File: config.mk
export PLATFORM = sky130hd
export DESIGN_NAME = mic_seq_top
export DESIGN_NICKNAME = d
export VERILOG_FILES = /design/src/rtl/mic_seq_pkg.sv /design/src/rtl/mic_seq_ctrl.sv /design/src/rtl/mic_seq_dp.sv /design/src/rtl/mic_seq_top.sv
export SDC_FILE = /design/constraint.sdc
export NUM_CORES = 1
export LEC_CHECK = 0
export BUFFER_PORTS_ARGS = -buffer_cell sky130_fd_sc_hd__buf_2
export CORE_MARGIN = 2
export CORE_UTILIZATION = 55
export DETAILED_ROUTE_END_ITERATION = 7
export PLACE_DENSITY = 0.81
export SYNTH_ARGS = -nofsm -noshare
export SYNTH_HDL_FRONTEND = slang
export SYNTH_HIERARCHICAL = 1
export SYNTH_SLANG_ARGS = --single-unit
export TNS_END_PERCENT = 30
File: constraint.sdc
create_clock -name clk -period 6.9 [get_ports clk]
set_input_delay 0.69 -clock clk [delete_from_list [all_inputs] [get_ports clk]]
set_output_delay 0.69 -clock clk [all_outputs]
set_load 0.03 [all_outputs]
File: src/rtl/mic_seq_pkg.sv
package mic_seq_pkg;

  // Register addresses on the write port
  localparam logic [2:0] ADDR_SEQ    = 3'd0;
  localparam logic [2:0] ADDR_ADC    = 3'd1;
  localparam logic [2:0] ADDR_PERIOD = 3'd2;
  localparam logic [2:0] ADDR_DELAY  = 3'd3;
  localparam logic [2:0] ADDR_FLAGS  = 3'd4;

  // Flag bit positions
  localparam int FLAG_STOP  = 0;
  localparam int FLAG_START = 1;
  localparam int FLAG_RSTID = 2;
  localparam int FLAG_N     = 3;

  typedef enum logic [1:0] {
    SEQ_IDLE   = 2'd0,
    SEQ_SETTLE = 2'd1,
    SEQ_RUN    = 2'd2
  } seqState_e;

  // Strobes from control to datapath
  typedef struct packed {
    logic convIssue;
    logic firstConv;
    logic stopDone;
    logic rstHold;
  } seqStb_t;

endpackage

File: src/rtl/mic_seq_ctrl.sv
module mic_seq_ctrl
  import mic_seq_pkg::*;
#(
  parameter int CNT_W      = 16,
  parameter int DATA_W     = 16,
  parameter int ADDR_W     = 3,
  parameter int PERIOD_RST = 32768,
  parameter int DELAY_RST  = 164
) (
  input  logic              clk,
  input  logic              rst_n,
  input  logic              wrEn,
  input  logic [ADDR_W-1:0] wrAddr,
  input  logic [DATA_W-1:0] wrData,
  output seqStb_t           stb
);

  localparam int CMP_W = CNT_W + 1;

  logic             rstBit, micEn, adcEn;
  logic [CNT_W-1:0] periodReg, delayReg;
  logic [CNT_W-1:0] dlyCnt, perCnt, curEnd;
  seqState_e        state;
  logic             go;
  logic             periodEnd;

  // Configuration registers
  always_ff @(posedge clk or negedge rst_n) begin
    if (!rst_n) begin
      rstBit    <= 1'b0;
      micEn     <= 1'b0;
      adcEn     <= 1'b0;
      periodReg <= CNT_W'(PERIOD_RST);
      delayReg  <= CNT_W'(DELAY_RST);
    end else if (wrEn) begin
      case (wrAddr)
        ADDR_W'(ADDR_SEQ): begin
          rstBit <= wrData[0];
          micEn  <= wrData[1];
        end
        ADDR_W'(ADDR_ADC):    adcEn     <= wrData[0];
        ADDR_W'(ADDR_PERIOD): periodReg <= wrData[CNT_W-1:0];
        ADDR_W'(ADDR_DELAY):  delayReg  <= wrData[CNT_W-1:0];
        default: ;
      endcase
    end
  end

  assign go        = adcEn && micEn && !rstBit;
  assign periodEnd = ({1'b0, perCnt} + CMP_W'(1)) >= {1'b0, curEnd};

  always_comb begin
    stb.rstHold   = rstBit;
    stb.convIssue = (state == SEQ_RUN) && go && (perCnt == '0);
    stb.firstConv = (state == SEQ_SETTLE) && go && (dlyCnt == delayReg);
    stb.stopDone  = (state == SEQ_RUN) && !go;
  end

  // Sequencer: idle -> settling delay -> periodic requests
  always_ff @(posedge clk or negedge rst_n) begin
    if (!rst_n) begin
      state  <= SEQ_IDLE;
      dlyCnt <= '0;
      perCnt <= '0;
      curEnd <= '0;
    end else begin
      case (state)
        SEQ_IDLE: begin
          if (go) begin
            state  <= SEQ_SETTLE;
            dlyCnt <= '0;
          end
        end
        SEQ_SETTLE: begin
          if (!go) begin
            state <= SEQ_IDLE;
          end else if (dlyCnt == delayReg) begin
            state  <= SEQ_RUN;
            perCnt <= '0;
            curEnd <= periodReg;
          end else begin
            dlyCnt <= dlyCnt + CNT_W'(1);
          end
        end
        SEQ_RUN: begin
          if (!go) begin
            state <= SEQ_IDLE;
          end else if (periodEnd) begin
            perCnt <= '0;
            curEnd <= periodReg;
          end else begin
            perCnt <= perCnt + CNT_W'(1);
          end
        end
        default: state <= SEQ_IDLE;
      endcase
    end
  end

endmodule

File: src/rtl/mic_seq_dp.sv
module mic_seq_dp
  import mic_seq_pkg::*;
#(
  parameter int DATA_W = 16,
  parameter int SMP_W  = 10,
  parameter int ADDR_W = 3
) (
  input  logic              clk,
  input  logic              rst_n,
  input  seqStb_t           stb,
  input  logic [SMP_W-1:0]  adcData,
  input  logic              wrEn,
  input  logic [ADDR_W-1:0] wrAddr,
  input  logic [DATA_W-1:0] wrData,
  output logic              sampleValid,
  output logic [DATA_W-1:0] sampleWord,
  output logic [FLAG_N-1:0] irqFlags
);

  localparam int PAD_W = DATA_W - SMP_W;

  logic [FLAG_N-1:0] setVec, clrVec;
  logic              clrWrite;

  // Sample capture
  always_ff @(posedge clk or negedge rst_n) begin
    if (!rst_n) begin
      sampleValid <= 1'b0;
      sampleWord  <= '0;
    end else begin
      sampleValid <= stb.convIssue;
      if (stb.convIssue) sampleWord <= {{PAD_W{1'b0}}, adcData};
    end
  end

  // Flag set and clear; reset-hold dominates, set beats clear
  assign clrWrite = wrEn && (wrAddr == ADDR_W'(ADDR_FLAGS));

  always_comb begin
    setVec = '0;
    clrVec = clrWrite ? wrData[FLAG_N-1:0] : '0;
    setVec[FLAG_STOP]  = stb.stopDone && !stb.rstHold;
    setVec[FLAG_START] = stb.firstConv;
    setVec[FLAG_RSTID] = stb.rstHold;
    if (stb.rstHold) begin
      clrVec[FLAG_STOP]  = 1'b1;
      clrVec[FLAG_START] = 1'b1;
    end
  end

  for (genvar i = 0; i < FLAG_N; i++) begin : g_flag
    always_ff @(posedge clk or negedge rst_n) begin
      if (!rst_n)         irqFlags[i] <= 1'b0;
      else if (setVec[i]) irqFlags[i] <= 1'b1;
      else if (clrVec[i]) irqFlags[i] <= 1'b0;
    end
  end

endmodule

File: src/rtl/mic_seq_top.sv
module mic_seq_top
  import mic_seq_pkg::*;
#(
  parameter int CNT_W      = 16,
  parameter int DATA_W     = 16,
  parameter int SMP_W      = 10,
  parameter int ADDR_W     = 3,
  parameter int PERIOD_RST = 32768,
  parameter int DELAY_RST  = 164
) (
  input  logic              clk,
  input  logic              rst_n,
  input  logic              wrEn,
  input  logic [ADDR_W-1:0] wrAddr,
  input  logic [DATA_W-1:0] wrData,
  input  logic [SMP_W-1:0]  adcData,
  output logic              convReq,
  output logic              sampleValid,
  output logic [DATA_W-1:0] sampleWord,
  output logic [FLAG_N-1:0] irqFlags
);

  seqStb_t ctlStb;

  mic_seq_ctrl #(
    .CNT_W(CNT_W), .DATA_W(DATA_W), .ADDR_W(ADDR_W),
    .PERIOD_RST(PERIOD_RST), .DELAY_RST(DELAY_RST)
  ) u_ctrl (
    .clk(clk), .rst_n(rst_n), .wrEn(wrEn), .wrAddr(wrAddr),
    .wrData(wrData), .stb(ctlStb)
  );

  mic_seq_dp #(
    .DATA_W(DATA_W), .SMP_W(SMP_W), .ADDR_W(ADDR_W)
  ) u_dp (
    .clk(clk), .rst_n(rst_n), .stb(ctlStb), .adcData(adcData),
    .wrEn(wrEn), .wrAddr(wrAddr), .wrData(wrData),
    .sampleValid(sampleValid), .sampleWord(sampleWord), .irqFlags(irqFlags)
  );

  assign convReq = ctlStb.convIssue;

endmodule

### Word level (Yosys, flattened, before mapping)

Cells that the tools add are included.

| word-level totals | value |
|---|---|
| bits in registers | 99 |
| input bits | 32 |
| memories | 0 |
| latch bits | 0 |
| ROM bits | 0 |
| word-level logic and storage cells | 87 |
| RAM bits | 0 |

| operators by class | value |
|---|---|
| bitwise logic cells | 0 |
| magnitude comparators | 1 |
| equal/unequal tests | 15 |
| shift-type cells | 0 |
| divide/modulo/power cells | 0 |
| $add $sub $neg | 3 |
| reductions and logical operators | 27 |
| multiply operators | 0 |
| muxes and demuxes | 27 |

Operator list:

| operator | number |
|---|---|
| $mux W16 | 11 |
| $pmux W16 S2 | 3 |
| $add A16 B1 Y16 const B | 2 |
| $add A16 B1 Y17 const B | 1 |
| $ge A17 B16 Y1 | 1 |
| $eq A16 B16 Y1 | 1 |
| $logic_not A16 Y1 | 1 |
| $mux W2 | 5 |
| $reduce_bool A2 Y1 | 5 |
| $logic_and A1 B1 Y1 | 9 |
| $ne A2 B1 Y1 const B | 4 |
| $reduce_and A2 Y1 | 4 |
| $reduce_and A4 Y1 | 2 |
| $eq A3 B2 Y1 const B | 2 |
| $mux W1 | 6 |
| $ne A2 B2 Y1 const B | 3 |
| $pmux W2 S3 | 1 |
| $reduce_and A5 Y1 | 1 |
| $eq A3 B1 Y1 const B | 1 |
| $eq A3 B3 Y1 const B | 1 |
| $logic_not A3 Y1 | 1 |
| $mux W3 | 1 |
| $ne A3 B3 Y1 const B | 1 |
| $reduce_and A3 Y1 | 1 |
| 4 further kinds | 5 |

### Logic depth before layout (Yosys ltp)

| depth | value |
|---|---|
| word-level depth | 6 |
| depth in mapped cells | 15 |
| depth with buffers taken out | 12 |

### Hierarchy

The synthesis kept the hierarchy.

Modules (own cells, without submodules):

| module | area an instance (um^2) | cells an instance | times used |
|---|---|---|---|
| mic_seq_ctrl | 4,516.8 | 395 | 1 |
| mic_seq_dp | 596.8 | 42 | 1 |

### Least setup slack after synthesis

No wires, ideal clock.

| timing | value |
|---|---|
| path kind | register to register |
| start | register u_ctrl.perCnt[4] |
| end | register u_ctrl.curEnd[10] |
| cell stages (with the launch flop) | 15 |
| arrival | 3.234 ns |
| slack | 3.541 ns |
| path through | dfrtp_1 buf_2 nand4_1 or2_2 nor2_1 and3_1 xor2_1 ha_1 a211o_1 a41oi_1 o2111ai_2 nand2b_1 buf_2 buf_6 mux2_4 |

| between the ends | value |
|---|---|
| cells in the longest elaborated chain, start to end | 4 |

RTL lines:

| item | RTL line | source |
|---|---|---|
| start: declaration | mic_seq_ctrl.sv:22 | `logic [CNT_W-1:0] dlyCnt, perCnt, curEnd;` |
| start signal: assignment | mic_seq_ctrl.sv:92 | `perCnt <= perCnt + CNT_W'(1);` |
| $add A16 B1 Y17 | mic_seq_ctrl.sv:50 | `assign periodEnd = ({1'b0, perCnt} + CMP_W'(1)) >= {1'b0, curEnd};` |
| $ge A17 B16 Y1 | mic_seq_ctrl.sv:50 |  |
| $ne A2 B1 Y1 (no line) | - |  |
| $reduce_and A5 Y1 (no line) | - |  |
| end signal: assignment | mic_seq_ctrl.sv:80 | `curEnd <= periodReg;` |
| end signal: assignment | mic_seq_ctrl.sv:90 | `curEnd <= periodReg;` |
| end: declaration | mic_seq_ctrl.sv:22 |  |

Every way passes these cells.
A chain may end at the register's enable or synchronous reset.

### Final worst setup path

| timing | value |
|---|---|
| start | register u_ctrl.perCnt[4] |
| end | register u_ctrl.curEnd[4] |

The elaborated chain is that of the path after synthesis.

==> flow_summary.ini <==
[clock_tree]
htreeDepth = 3
insertion_delay_ns = 0.36
clockBufferDepth = 2
cts_buffers = 9
post_cts_buffers = 0
cts.sink_count = 99
path_clk_slew_ns = 0.10
cts_root_buf = clkbuf_8
cts_tree = built
post_cts_resized = 0
hold_buffers = 0

[floorplan]
rows = 35
initial_core_util = 0.561
io_pins = 53
dieHeight_um = 100
fp.dieW_um = 100
core_area_mm2 = 0.00911
die-area_mm2 = 0.0101

[worst_setup_path]
cp.arrival_ns = 4.47
crit_required_ns = 7.14
r2r_cells = 11
path_class = register to register
end_kind = register
rrSetupSlack_ns = 2.68
path_max_fanout = 16
start_kind = register
r2r-end = u_ctrl/curEnd[4]$_DFFE_PN0P_
rr_startpoint = u_ctrl/perCnt[4]$_DFFE_PN0P_

[outcome]
outcome = finished clean

[placement]
placedCellCount = 575
gp_congestion = 0.900
dp_hpwl_um = 7290
portBuffers = 46

[global_routing]
antenna_found_initial = 0
grt_usage = 0.213
grt_pass1_vias = 3475
grt.overflow.total = 0
grt_max_degree = 68
grt_first_pass_wirelength_um = 16900

[power]
power_leakage_uw = 0.00261
p_sw_frac = 0.262
cellPowerDensity_mw_per_mm2 = 213
pwr-share-comb = 0.110
seq_power_share = 0.563
total_power_uw = 1200
ir_drop_mv = 0.113
p_clk_frac = 0.327
switchingPower_uw = 313
p_int_uw = 882

[worst_hold_path]
hp-class = primary input to asynchronous set/reset pin

[route]
drt-total-wl_um = 10100
postRouteAntennaNets = 0
drtIter0Drc = 132
drc_errors = 0
firstDrtPassIters = 4
wire_per_inst_um = 17.0
dr_total_vias = 3483
vias_per_cell = 5.89

[yosys]
ys_warn_count = 6
yosysTopAreaCellShare = 0.465
synth_top_family_by_area = multiplexers
synthArstFlopShare = 1.00
synth-xor-area-share = 0.0702
synth_fa_ha_area_frac = 0.0465
muxShareOfSynthArea = 0.144
synthTopCellsByArea = dfrtp_1 46%, mux2_2 11%, xnor2_1 6.0%, ha_1 4.6%, mux2_4 2.9%
ys_seq_area_frac = 0.485
synth_cell_types = 54
postSynthAreaPerCell_um2 = 11.7
synth_edf_count = 0
syn_inst = 437
yosys.area.top_type = dfrtp_1
synthFlopType = dfrtp_1
synth_seq_cells = 99
synth_compound_area_frac = 0.0900
synthesis.area_mm2 = 0.00511
synth-simple-area-share = 0.116

[layout]
stdcell_count = 591
multi_input_area_mm2 = 0.00243
n_antenna_cell = 0
num-nets-final = 526
seq_area_mm2 = 0.00248
final_util = 0.615
drive_above_1_share = 0.292
syn_to_final_growth_pct = 9.54
n_fill_cell = 720

[timing]
setup_tns_ns = 0
whs_ns = 0.249
fin_worst_skew_ns = 0.0145
rsz0062_at_grt = false
max_freq_ghz = 0.237
maxSlewHeadroom = 0.313
setup_viol = 0
maxSlewViolCount = 0
period_share = 0.612
tightest_slew_ns = 1.03
fin_crit_ns = 4.22
hold_viol = 0

[flow_run]
maxCapViolCount = 0
[synth_stat cells (2+ instances only)]
library cell / instances
a211oi_1: 6
nor4b_1: 3
a2111oi_0: 5
inv_1: 26
nor2_1: 26
nand3_1: 11
ha_1: 19
a21oi_1: 7
buf_4: 7
a21o_1: 3
or2_2: 2
buf_2: 4
a22o_1: 17
o21ai_0: 5
clkbuf_1: 12
nor4bb_1: 3
a2bb2oi_1: 2
nand2b_1: 2
o21bai_1: 4
xnor2_1: 35
a31oi_1: 2
mux2_2: 51
nor2b_1: 6
dfstp_2: 4
nor3_1: 6
mux2_4: 10
dfrtp_1: 95
nand2_1: 16
nor2_2: 2
nand4_1: 12
buf_6: 2
and3_1: 5
xor2_1: 6
[cell families after synthesis]
kind of cell | count (synthesis)
flip-flops | 99
buffers and inverters | 52
XOR/XNOR | 41
AND/OR/NAND/NOR | 104
adder cells (fa/ha/maj) | 19
AO/OA/AOI/OAI | 59
other | 1
multiplexers | 62
[power by group through the flow]
stage	registers (uW)	logic (uW)	clock network, uW
after floorplan	669	100	0
after global placement	681	126	0
after detailed placement	684	132	0
after CTS	673	133	400
after global routing	680	144	423
final	673	131	391
[state kept, by name (all words and copies together) (netlist names)]
signal / flops
u_ctrl/adcEn: 1
u_ctrl/curEnd: 16
u_ctrl/delayReg: 16
u_ctrl/dlyCnt: 16
u_ctrl/micEn: 1
u_ctrl/perCnt: 16
u_ctrl/periodReg: 16
u_ctrl/rstBit: 1
u_ctrl/state: 2
u_dp/irqFlags: 3
u_dp/sampleValid: 1
u_dp/sampleWord: 10
[metrics by stage]
step	setup slack (ns)	instance area [um^2]
2_1_floorplan	3.54	5130
3_3_place_gp	2.97	5390
3_5_place_dp	2.74	5390
4_1_cts	2.70	5600
5_1_grt	2.47	5600
6_report	2.68	5600
[layout make-up]
cell class | count | area share
Inverter | 26 | 0.0174
Sequential cell | 99 | 0.443
Tap cell | 111 | 0.0248
Clock buffer | 10 | 0.0246
Multi-Input combinational cell | 291 | 0.433
Timing Repair Buffer | 48 | 0.0442
Clock inverter | 6 | 0.0125
[critical path: stages (launching register included)]
cell	delay (ns)
dfrtp_1	0.51
nand4_1	0.22
or2_2	0.35
nor2_1	0.29
and3_1	0.23
xor2_1	0.23
ha_1	0.30
a211o_1	0.26
a41oi_1	0.20
o2111ai_2	0.29
nand2b_1	0.80
mux2_2	0.42
[metal layers]
| layer | up-vias | GRT usage | wire length, um |
|---|---|---|---|
| li1 | 1610 | - | - |
| met2 | 70 | 0.365 | 5250 |
| met1 | 1788 | 0.271 | 4360 |
| met3 | 15 | 0.0348 | 273 |
| met5 | - | 0 | 0 |
| met4 | 0 | 0.0822 | 171 |
[placed cells by master (no fill, tap or decap), drive strengths merged, types with 7 or more instances in the layout]
cell type	instances
a21oi	7
a22o	17
buf	48
clkbuf	10
dfrtp	95
ha	19
inv	29
mux2	62
nand2	16
nand3	12
nand4	12
nor2	28
xnor2	35
[how the worst max path moves through the flow]
stage,start,endpoint,slack (ns),cells after the start
6_report,u_ctrl/perCnt[4]$_DFFE_PN0P_,u_ctrl/curEnd[4]$_DFFE_PN0P_,2.68,11
5_1_grt,u_ctrl/perCnt[0]$_DFFE_PN0P_,u_ctrl/curEnd[1]$_DFFE_PN0P_,2.47,12
4_1_cts,u_ctrl/perCnt[4]$_DFFE_PN0P_,u_ctrl/curEnd[4]$_DFFE_PN0P_,2.70,11
3_5_place_dp,u_ctrl/perCnt[4]$_DFFE_PN0P_,u_ctrl/curEnd[0]$_DFFE_PN0P_,2.74,11
3_3_place_gp,u_ctrl/perCnt[4]$_DFFE_PN0P_,u_ctrl/curEnd[0]$_DFFE_PN0P_,2.97,11
2_1_floorplan,u_ctrl/perCnt[4]$_DFFE_PN0P_,u_ctrl/curEnd[10]$_DFFE_PN0P_,3.54,14
Note: power is estimated with default switching activity, not from simulation.
